--- config.mk ---
export PLATFORM = sky130hd
export DESIGN_NAME = l2_lat_ctrl
export DESIGN_NICKNAME = d
export VERILOG_FILES = /design/src/rtl/l2_lat_pkg.sv /design/src/rtl/l2_lat_shadow.sv /design/src/rtl/l2_lat_seq.sv /design/src/rtl/l2_lat_active.sv /design/src/rtl/l2_lat_ctrl.sv
export SDC_FILE = /design/constraint.sdc
export NUM_CORES = 1
export LEC_CHECK = 0
export CAP_MARGIN = 15
export CORE_MARGIN = 4
export CORE_UTILIZATION = 54
export CTS_CLUSTER_DIAMETER = 120
export DETAILED_ROUTE_END_ITERATION = 6
export DONT_BUFFER_PORTS = 1
export PLACE_DENSITY_LB_ADDON = 0.15
export SLEW_MARGIN = 0
export SYNTH_ARGS = -nofsm -noshare
export SYNTH_HDL_FRONTEND = slang
export SYNTH_SLANG_ARGS = --single-unit
--- constraint.sdc ---
create_clock -name clk_i -period 3.6 [get_ports clk_i]
set_clock_uncertainty 0.05 [all_clocks]
set_input_delay 0.54 -clock clk_i [delete_from_list [all_inputs] [get_ports clk_i]]
set_output_delay 0.54 -clock clk_i [all_outputs]
set_load 0.01 [all_outputs]
--- src/rtl/l2_lat_pkg.sv ---
package l2_lat_pkg;
  localparam int LAT_W     = 2;
  localparam int DW        = 32;
  localparam int DATA_LSB  = 0;
  localparam int TAG_LSB   = 2;
  localparam int WAY_LSB   = 4;
  localparam int APPLY_BIT = 13;
  localparam int LOCK_BIT  = 31;

  typedef struct packed {
    logic [LAT_W-1:0] way;
    logic [LAT_W-1:0] tag;
    logic [LAT_W-1:0] data;
  } lat_cfg_t;
endpackage

--- src/rtl/l2_lat_shadow.sv ---
module l2_lat_shadow
  import l2_lat_pkg::*;
#(
  parameter int ADDR_W  = 8,
  parameter int REG_OFF = 'h28
) (
  input  logic              clk_i,
  input  logic              rst_ni,
  input  logic              req_i,
  input  logic              we_i,
  input  logic [ADDR_W-1:0] addr_i,
  input  logic [DW-1:0]     wdata_i,
  input  logic              busy_i,
  output lat_cfg_t          shadow_o,
  output logic              wr_hit_o,
  output logic              apply_o,
  output logic [DW-1:0]     rdata_o
);
  logic     sel;
  lat_cfg_t shadow_q;

  assign sel      = (addr_i == ADDR_W'(REG_OFF));
  assign wr_hit_o = req_i && we_i && sel;
  assign apply_o  = wr_hit_o && wdata_i[APPLY_BIT];

  always_ff @(posedge clk_i or negedge rst_ni) begin
    if (!rst_ni) begin
      shadow_q <= '0;
    end else if (wr_hit_o) begin
      shadow_q.data <= wdata_i[DATA_LSB +: LAT_W];
      shadow_q.tag  <= wdata_i[TAG_LSB  +: LAT_W];
      shadow_q.way  <= wdata_i[WAY_LSB  +: LAT_W];
    end
  end

  always_comb begin
    rdata_o = '0;
    if (req_i && !we_i && sel) begin
      rdata_o[DATA_LSB +: LAT_W] = shadow_q.data;
      rdata_o[TAG_LSB  +: LAT_W] = shadow_q.tag;
      rdata_o[WAY_LSB  +: LAT_W] = shadow_q.way;
      rdata_o[APPLY_BIT]         = busy_i;
      rdata_o[LOCK_BIT]          = !busy_i;
    end
  end

  assign shadow_o = shadow_q;
endmodule

--- src/rtl/l2_lat_seq.sv ---
module l2_lat_seq #(
  parameter int SETTLE_CYC = 16,
  localparam int CNT_W     = $clog2(SETTLE_CYC + 1)
) (
  input  logic             clk_i,
  input  logic             rst_ni,
  input  logic             apply_i,
  output logic             busy_o,
  output logic             load_o,
  output logic [CNT_W-1:0] cnt_o
);
  logic             busy_q;
  logic [CNT_W-1:0] cnt_q;

  // restart has priority over expiry
  assign load_o = busy_q && !apply_i && (cnt_q == CNT_W'(1));

  always_ff @(posedge clk_i or negedge rst_ni) begin
    if (!rst_ni) begin
      busy_q <= 1'b0;
      cnt_q  <= '0;
    end else if (apply_i) begin
      busy_q <= 1'b1;
      cnt_q  <= CNT_W'(SETTLE_CYC);
    end else if (load_o) begin
      busy_q <= 1'b0;
      cnt_q  <= '0;
    end else if (busy_q) begin
      cnt_q  <= cnt_q - CNT_W'(1);
    end
  end

  assign busy_o = busy_q;
  assign cnt_o  = cnt_q;
endmodule

--- src/rtl/l2_lat_active.sv ---
module l2_lat_active
  import l2_lat_pkg::*;
(
  input  logic     clk_i,
  input  logic     rst_ni,
  input  logic     load_i,
  input  lat_cfg_t shadow_i,
  output lat_cfg_t active_o
);
  lat_cfg_t active_q;

  always_ff @(posedge clk_i or negedge rst_ni) begin
    if (!rst_ni)     active_q <= '0;
    else if (load_i) active_q <= shadow_i;
  end

  assign active_o = active_q;
endmodule

--- src/rtl/l2_lat_ctrl.sv ---
module l2_lat_ctrl
  import l2_lat_pkg::*;
#(
  parameter int ADDR_W     = 8,
  parameter int REG_OFF    = 'h28,
  parameter int SETTLE_CYC = 16
) (
  input  logic              clk_i,
  input  logic              rst_ni,
  input  logic              req_i,
  input  logic              we_i,
  input  logic [ADDR_W-1:0] addr_i,
  input  logic [31:0]       wdata_i,
  output logic [31:0]       rdata_o,
  output logic [1:0]        data_lat_o,
  output logic [1:0]        tag_lat_o,
  output logic [1:0]        way_lat_o
);
  localparam int CNT_W = $clog2(SETTLE_CYC + 1);

  lat_cfg_t         shadow, active;
  logic             wr_hit, apply, busy, load;
  logic [CNT_W-1:0] cnt;

  l2_lat_shadow #(.ADDR_W(ADDR_W), .REG_OFF(REG_OFF)) u_shadow (
    .clk_i, .rst_ni, .req_i, .we_i, .addr_i, .wdata_i,
    .busy_i(busy), .shadow_o(shadow), .wr_hit_o(wr_hit),
    .apply_o(apply), .rdata_o(rdata_o)
  );

  l2_lat_seq #(.SETTLE_CYC(SETTLE_CYC)) u_seq (
    .clk_i, .rst_ni, .apply_i(apply),
    .busy_o(busy), .load_o(load), .cnt_o(cnt)
  );

  l2_lat_active u_active (
    .clk_i, .rst_ni, .load_i(load), .shadow_i(shadow), .active_o(active)
  );

  assign data_lat_o = active.data;
  assign tag_lat_o  = active.tag;
  assign way_lat_o  = active.way;
endmodule

# Word level (Yosys, flattened, before mapping)
# Cells that the tools add are included.
[word_totals] latchBits=0 elab_cells=31 output_inout_bits=38 mem_bits_rw=0 regBits=18 rom_bits=0 memories=0 in_bits=44
[classes] multipliers=0 n_addsub=1 n_div=0 n_shift=0 mux=8 bitwise=0 n_eq_ne=2 n_reduce_logical=12 magnitude_cmp=0
[op_table] operator="$mux W5" count=3
[op_table] operator="$eq A8 B6 Y1 const B" count=1
[op_table] operator="$logic_and A1 B1 Y1" count=7
[op_table] operator="$mux W6" count=1
[op_table] operator="$eq A5 B1 Y1 const B" count=1
[op_table] operator="$sub A5 B1 Y5 const B" count=1
[op_table] operator="$mux W1" count=4
[op_table] operator="$logic_not A1 Y1" count=3
[op_table] operator="$reduce_bool A3 Y1" count=1
[op_table] operator="$reduce_bool A2 Y1" count=1

# Depth between registers and ports, before layout
[depth] word_depth=8 mapped_depth=6 depth_no_buf=6

# By module
# A second synthesis with hierarchy kept.
[unflattened] cells_unflattened=96 area_unflattened_um2=1098.6
[modules_own_cells] module="l2_lat_shadow" seq_area_each_um2=150.1 cells_each=52 n_inst=1 area_per_inst_um2=516.7
[modules_own_cells] module="l2_lat_seq" seq_area_each_um2=150.1 cells_each=31 n_inst=1 area_per_inst_um2=330.3
[modules_own_cells] module="l2_lat_active" seq_area_each_um2=150.1 cells_each=13 n_inst=1 area_per_inst_um2=251.5

# Worst setup path before layout
# OpenSTA, ideal clock, no wires.
[synth_path] path_type="input to output" start="in addr_i[1]" end="out rdata_o[0]" required_time_ns=3.010 path_buffers=0 setup_slack_ns=1.569 t_arrival_ns=1.441 cell_stages=4 path_cell_list="nor4_4 -> nand2_1 -> nor3_1 -> and2_1"
[synth_via] elab_chain_len=3
[synth_rtl] element="start: declaration" line="l2_lat_ctrl.sv:12" rtl="input logic [ADDR_W-1:0] addr_i,"
[synth_rtl] element="$eq A8 B6 Y1" line="l2_lat_shadow.sv:22" rtl="assign sel = (addr_i == ADDR_W'(REG_OFF));"
[synth_rtl] element="$logic_and A1 B1 Y1" line="l2_lat_shadow.sv:38" rtl="if (req_i && !we_i && sel) begin"
[synth_rtl] element="$mux W6" line="l2_lat_shadow.sv:38"
[synth_rtl] element="end: declaration" line="l2_lat_ctrl.sv:14" rtl="output logic [31:0] rdata_o,"
# No other way between the ends.

# Worst setup path in the final report
[layout_path] start="in addr_i[1]" end="out rdata_o[1]"
# The elaborated chain is that of the path after synthesis.

==> metrics.cfg <==
[synthesis]
synth.distinct_cells = 24
ys_seq_area_frac = 0.421
ys_warn_count = 0
syn_area_per_cell_um2 = 10.6
syn_inst = 101
synth_area_mm2 = 0.00107
synth_seq_cells = 18

[sta]
min_period_over_period = 0.655
worstMarginPinSlew_ns = 0.784
hold_violations = 0
hold_ws_ns = 0.346
setup_viol = 0
maxSlewViolCount = 0
fmax_mhz = 424
final.setup.tns_ns = 0
grt_setup_unrepaired = no
fin_crit_ns = 2.36
slew_headroom = 0.476
timing.final.ws_setup_ns = 1.24

[cts]
cts_buffers = 3
cts_buffer_depth = 2
cts_tree = done
htreeDepth = 1
cts_setup_buffers = 0
post_cts_resized = 0
clock_sinks = 18
clkTransAtPathRegs_ns = 0.10
clk-insertion-delay-late_ns = 0.29
clockRootBuffer = clkbuf_4

[pwr]
power_density_mw_per_mm2 = 509
peakVddDrop_mv = 0.322
p_int_mw = 0.356
seqPwrFrac = 0.539
netSwitchingFraction = 0.329
combPwrFrac = 0.234
power_switching_mw = 0.174
clkPwrFrac = 0.227
leakagePower_nw = 0.521

[hold_path]
min_path_type = in -> reg
hp-start = wdata_i[5]

[critical_path]
reg2reg_from = u_seq.cnt_o[1]
critPathSlowestCell = nor3_1
critPathRequiredTime_ns = 3.01
critPathLaunch = addr_i[1]
endpoint_kind = output port
crit_type = in -> out
crit_fanout = 6
start_kind = input pin
crit_path_max_incr_delay_ns = 0.50
crit_arrival_ns = 1.77
path_cells = nor4_4 > nand2_1 > nor3_1 > and2_1

[drt]
drtIter0Drc = 7
finalWirelength_um = 1880
drt-vias-per-instance = 5.29
antenna_left = 0
wl_per_cell_um = 14.7
drc = 0
first_pass_iters = 4
vias = 677

[floorplanning]
row_count = 15
core_area_mm2 = 0.00180
die_h_um = 52.5
die_w_um = 52.5
io_pins = 82
initial_core_util = 0.594
die_area_mm2 = 0.00276

[cells_and_area]
final_common_cell = conb_1
final_cell_mix = 24 x conb_1, 18 x dfrtp_1, 13 x mux2_2
final_cell_count_no_fill = 128
area_growth_syn_to_layout_pct = -2.69
design_area_mm2 = 0.00104
nets = 150
antenna_cells = 0
drive_above_1_share = 0.184

[global_routing]
antenna_found_initial = 0
grt_pass1_vias = 663
grt-ovfl-total = 0
grt_max_degree = 19
grt_pass1_wl_um = 2880
grtUsageTotal = 0.144

[outcome]
status = complete, no violations

[job]
cap_violations = 0

[placement]
place_area_um2 = 996
port_buffers = 0
dp_slack_ns = 1.16
dp_hpwl_um = 1550
dp_cells = 123
gp_congestion = 0.849

==> cell usage after synthesis <==
cell type	n	area share
buf_4	25	0.18
dfrtp_1	18	0.42
mux2_2	13	0.14
and2_1	7	0.041
nor2_1	6	0.021
nand2_1	5	0.018
inv_1	3	0.011
nand4_1	3	0.018
a21oi_1	2	0.0093
ha_1	2	0.023
nand4bb_1	2	0.021
nor3_1	2	0.0093
nor4_1	2	0.012
a211o_1	1	0.0082
a211oi_1	1	0.0070
and4bb_2	1	0.012
buf_2	1	0.0047
conb_1	1	0.0035
nand2b_1	1	0.0058
nand3_1	1	0.0047
nor4_4	1	0.020
o21ai_0	1	0.0047
o31ai_1	1	0.0070
o41ai_1	1	0.0082
==> critical path, delay by kind of cell <==
kind	cells	cell delay, ns
simple gates	4	1.23
==> flip-flops by register name, summed over array words and instances (netlist names) <==
register / cells
u_active.active_o: 6
u_seq.busy_o: 1
u_seq.cnt_o: 5
u_shadow.shadow_o: 6
==> power by group through the flow <==
stage	clock network (mW)	logic (mW)	registers [mW]
after floorplan	0	0.133	0.270
after global placement	0	0.114	0.285
after detailed placement	0	0.120	0.289
after CTS	0.126	0.125	0.285
after global routing	0.132	0.147	0.293
final	0.121	0.124	0.286
==> final timing paths <==
| check | slack, ns | to | cells after the start |
|---|---|---|---|
| worst min register to register | 0.47 | u_seq.cnt_o[4] | 1 |
| max in group asynchronous | 2.30 | u_seq.cnt_o[2] | 1 |
| worst max register to register | 1.82 | u_active.active_o[5] | 5 |
| worst max-delay path | 1.24 | rdata_o[1] | 4 |
| worst min-delay path | 0.35 | u_shadow.shadow_o[5] | 1 |
| min in group asynchronous | 0.72 | u_shadow.shadow_o[0] | 1 |
==> kinds of logic after synthesis <==
kind of cell	synth area share
AO/OA/AOI/OAI	0.0444
adder cells (fa/ha/maj)	0.0234
buffers and inverters	0.190
flip-flops	0.421
multiplexers	0.137
other	0.00350
AND/OR/NAND/NOR	0.181
==> what timing repair did <==
action / CTS / global route
hold buffers: 1 / 0
hold endpoints to repair: 18 / 0
setup endpoints to repair: 0 / 0
==> per-layer routing <==
metal / up-vias / share of wire / global-route usage
li1: 303 / - / -
met1: 322 / 0.34 / 0.156
met2: 50 / 0.51 / 0.254
met3: 2 / 0.15 / 0.0370
met4: 0 / 0.0032 / 0.0766
met5: - / 0 / 0
==> cell type report <==
| cell class | instances | area, um2 |
|---|---|---|
| fill | 161 | 759 |
| timing repair buffer | 1 | 10.0 |
| sequential | 18 | 450 |
| tap | 25 | 31.3 |
| clock buffer | 4 | 36.3 |
| multi-input combinational | 77 | 503 |
| inverter | 3 | 11.3 |
==> metrics by stage <==
step / power [mW] / utilization
3_3_place_gp: 0.400 / 0.553
4_1_cts: 0.536 / 0.578
6_report: 0.530 / 0.578
2_1_floorplan: 0.402 / -
3_5_place_dp: 0.409 / 0.553
5_1_grt: 0.573 / 0.578
Note: power is estimated with default switching activity, not from simulation.
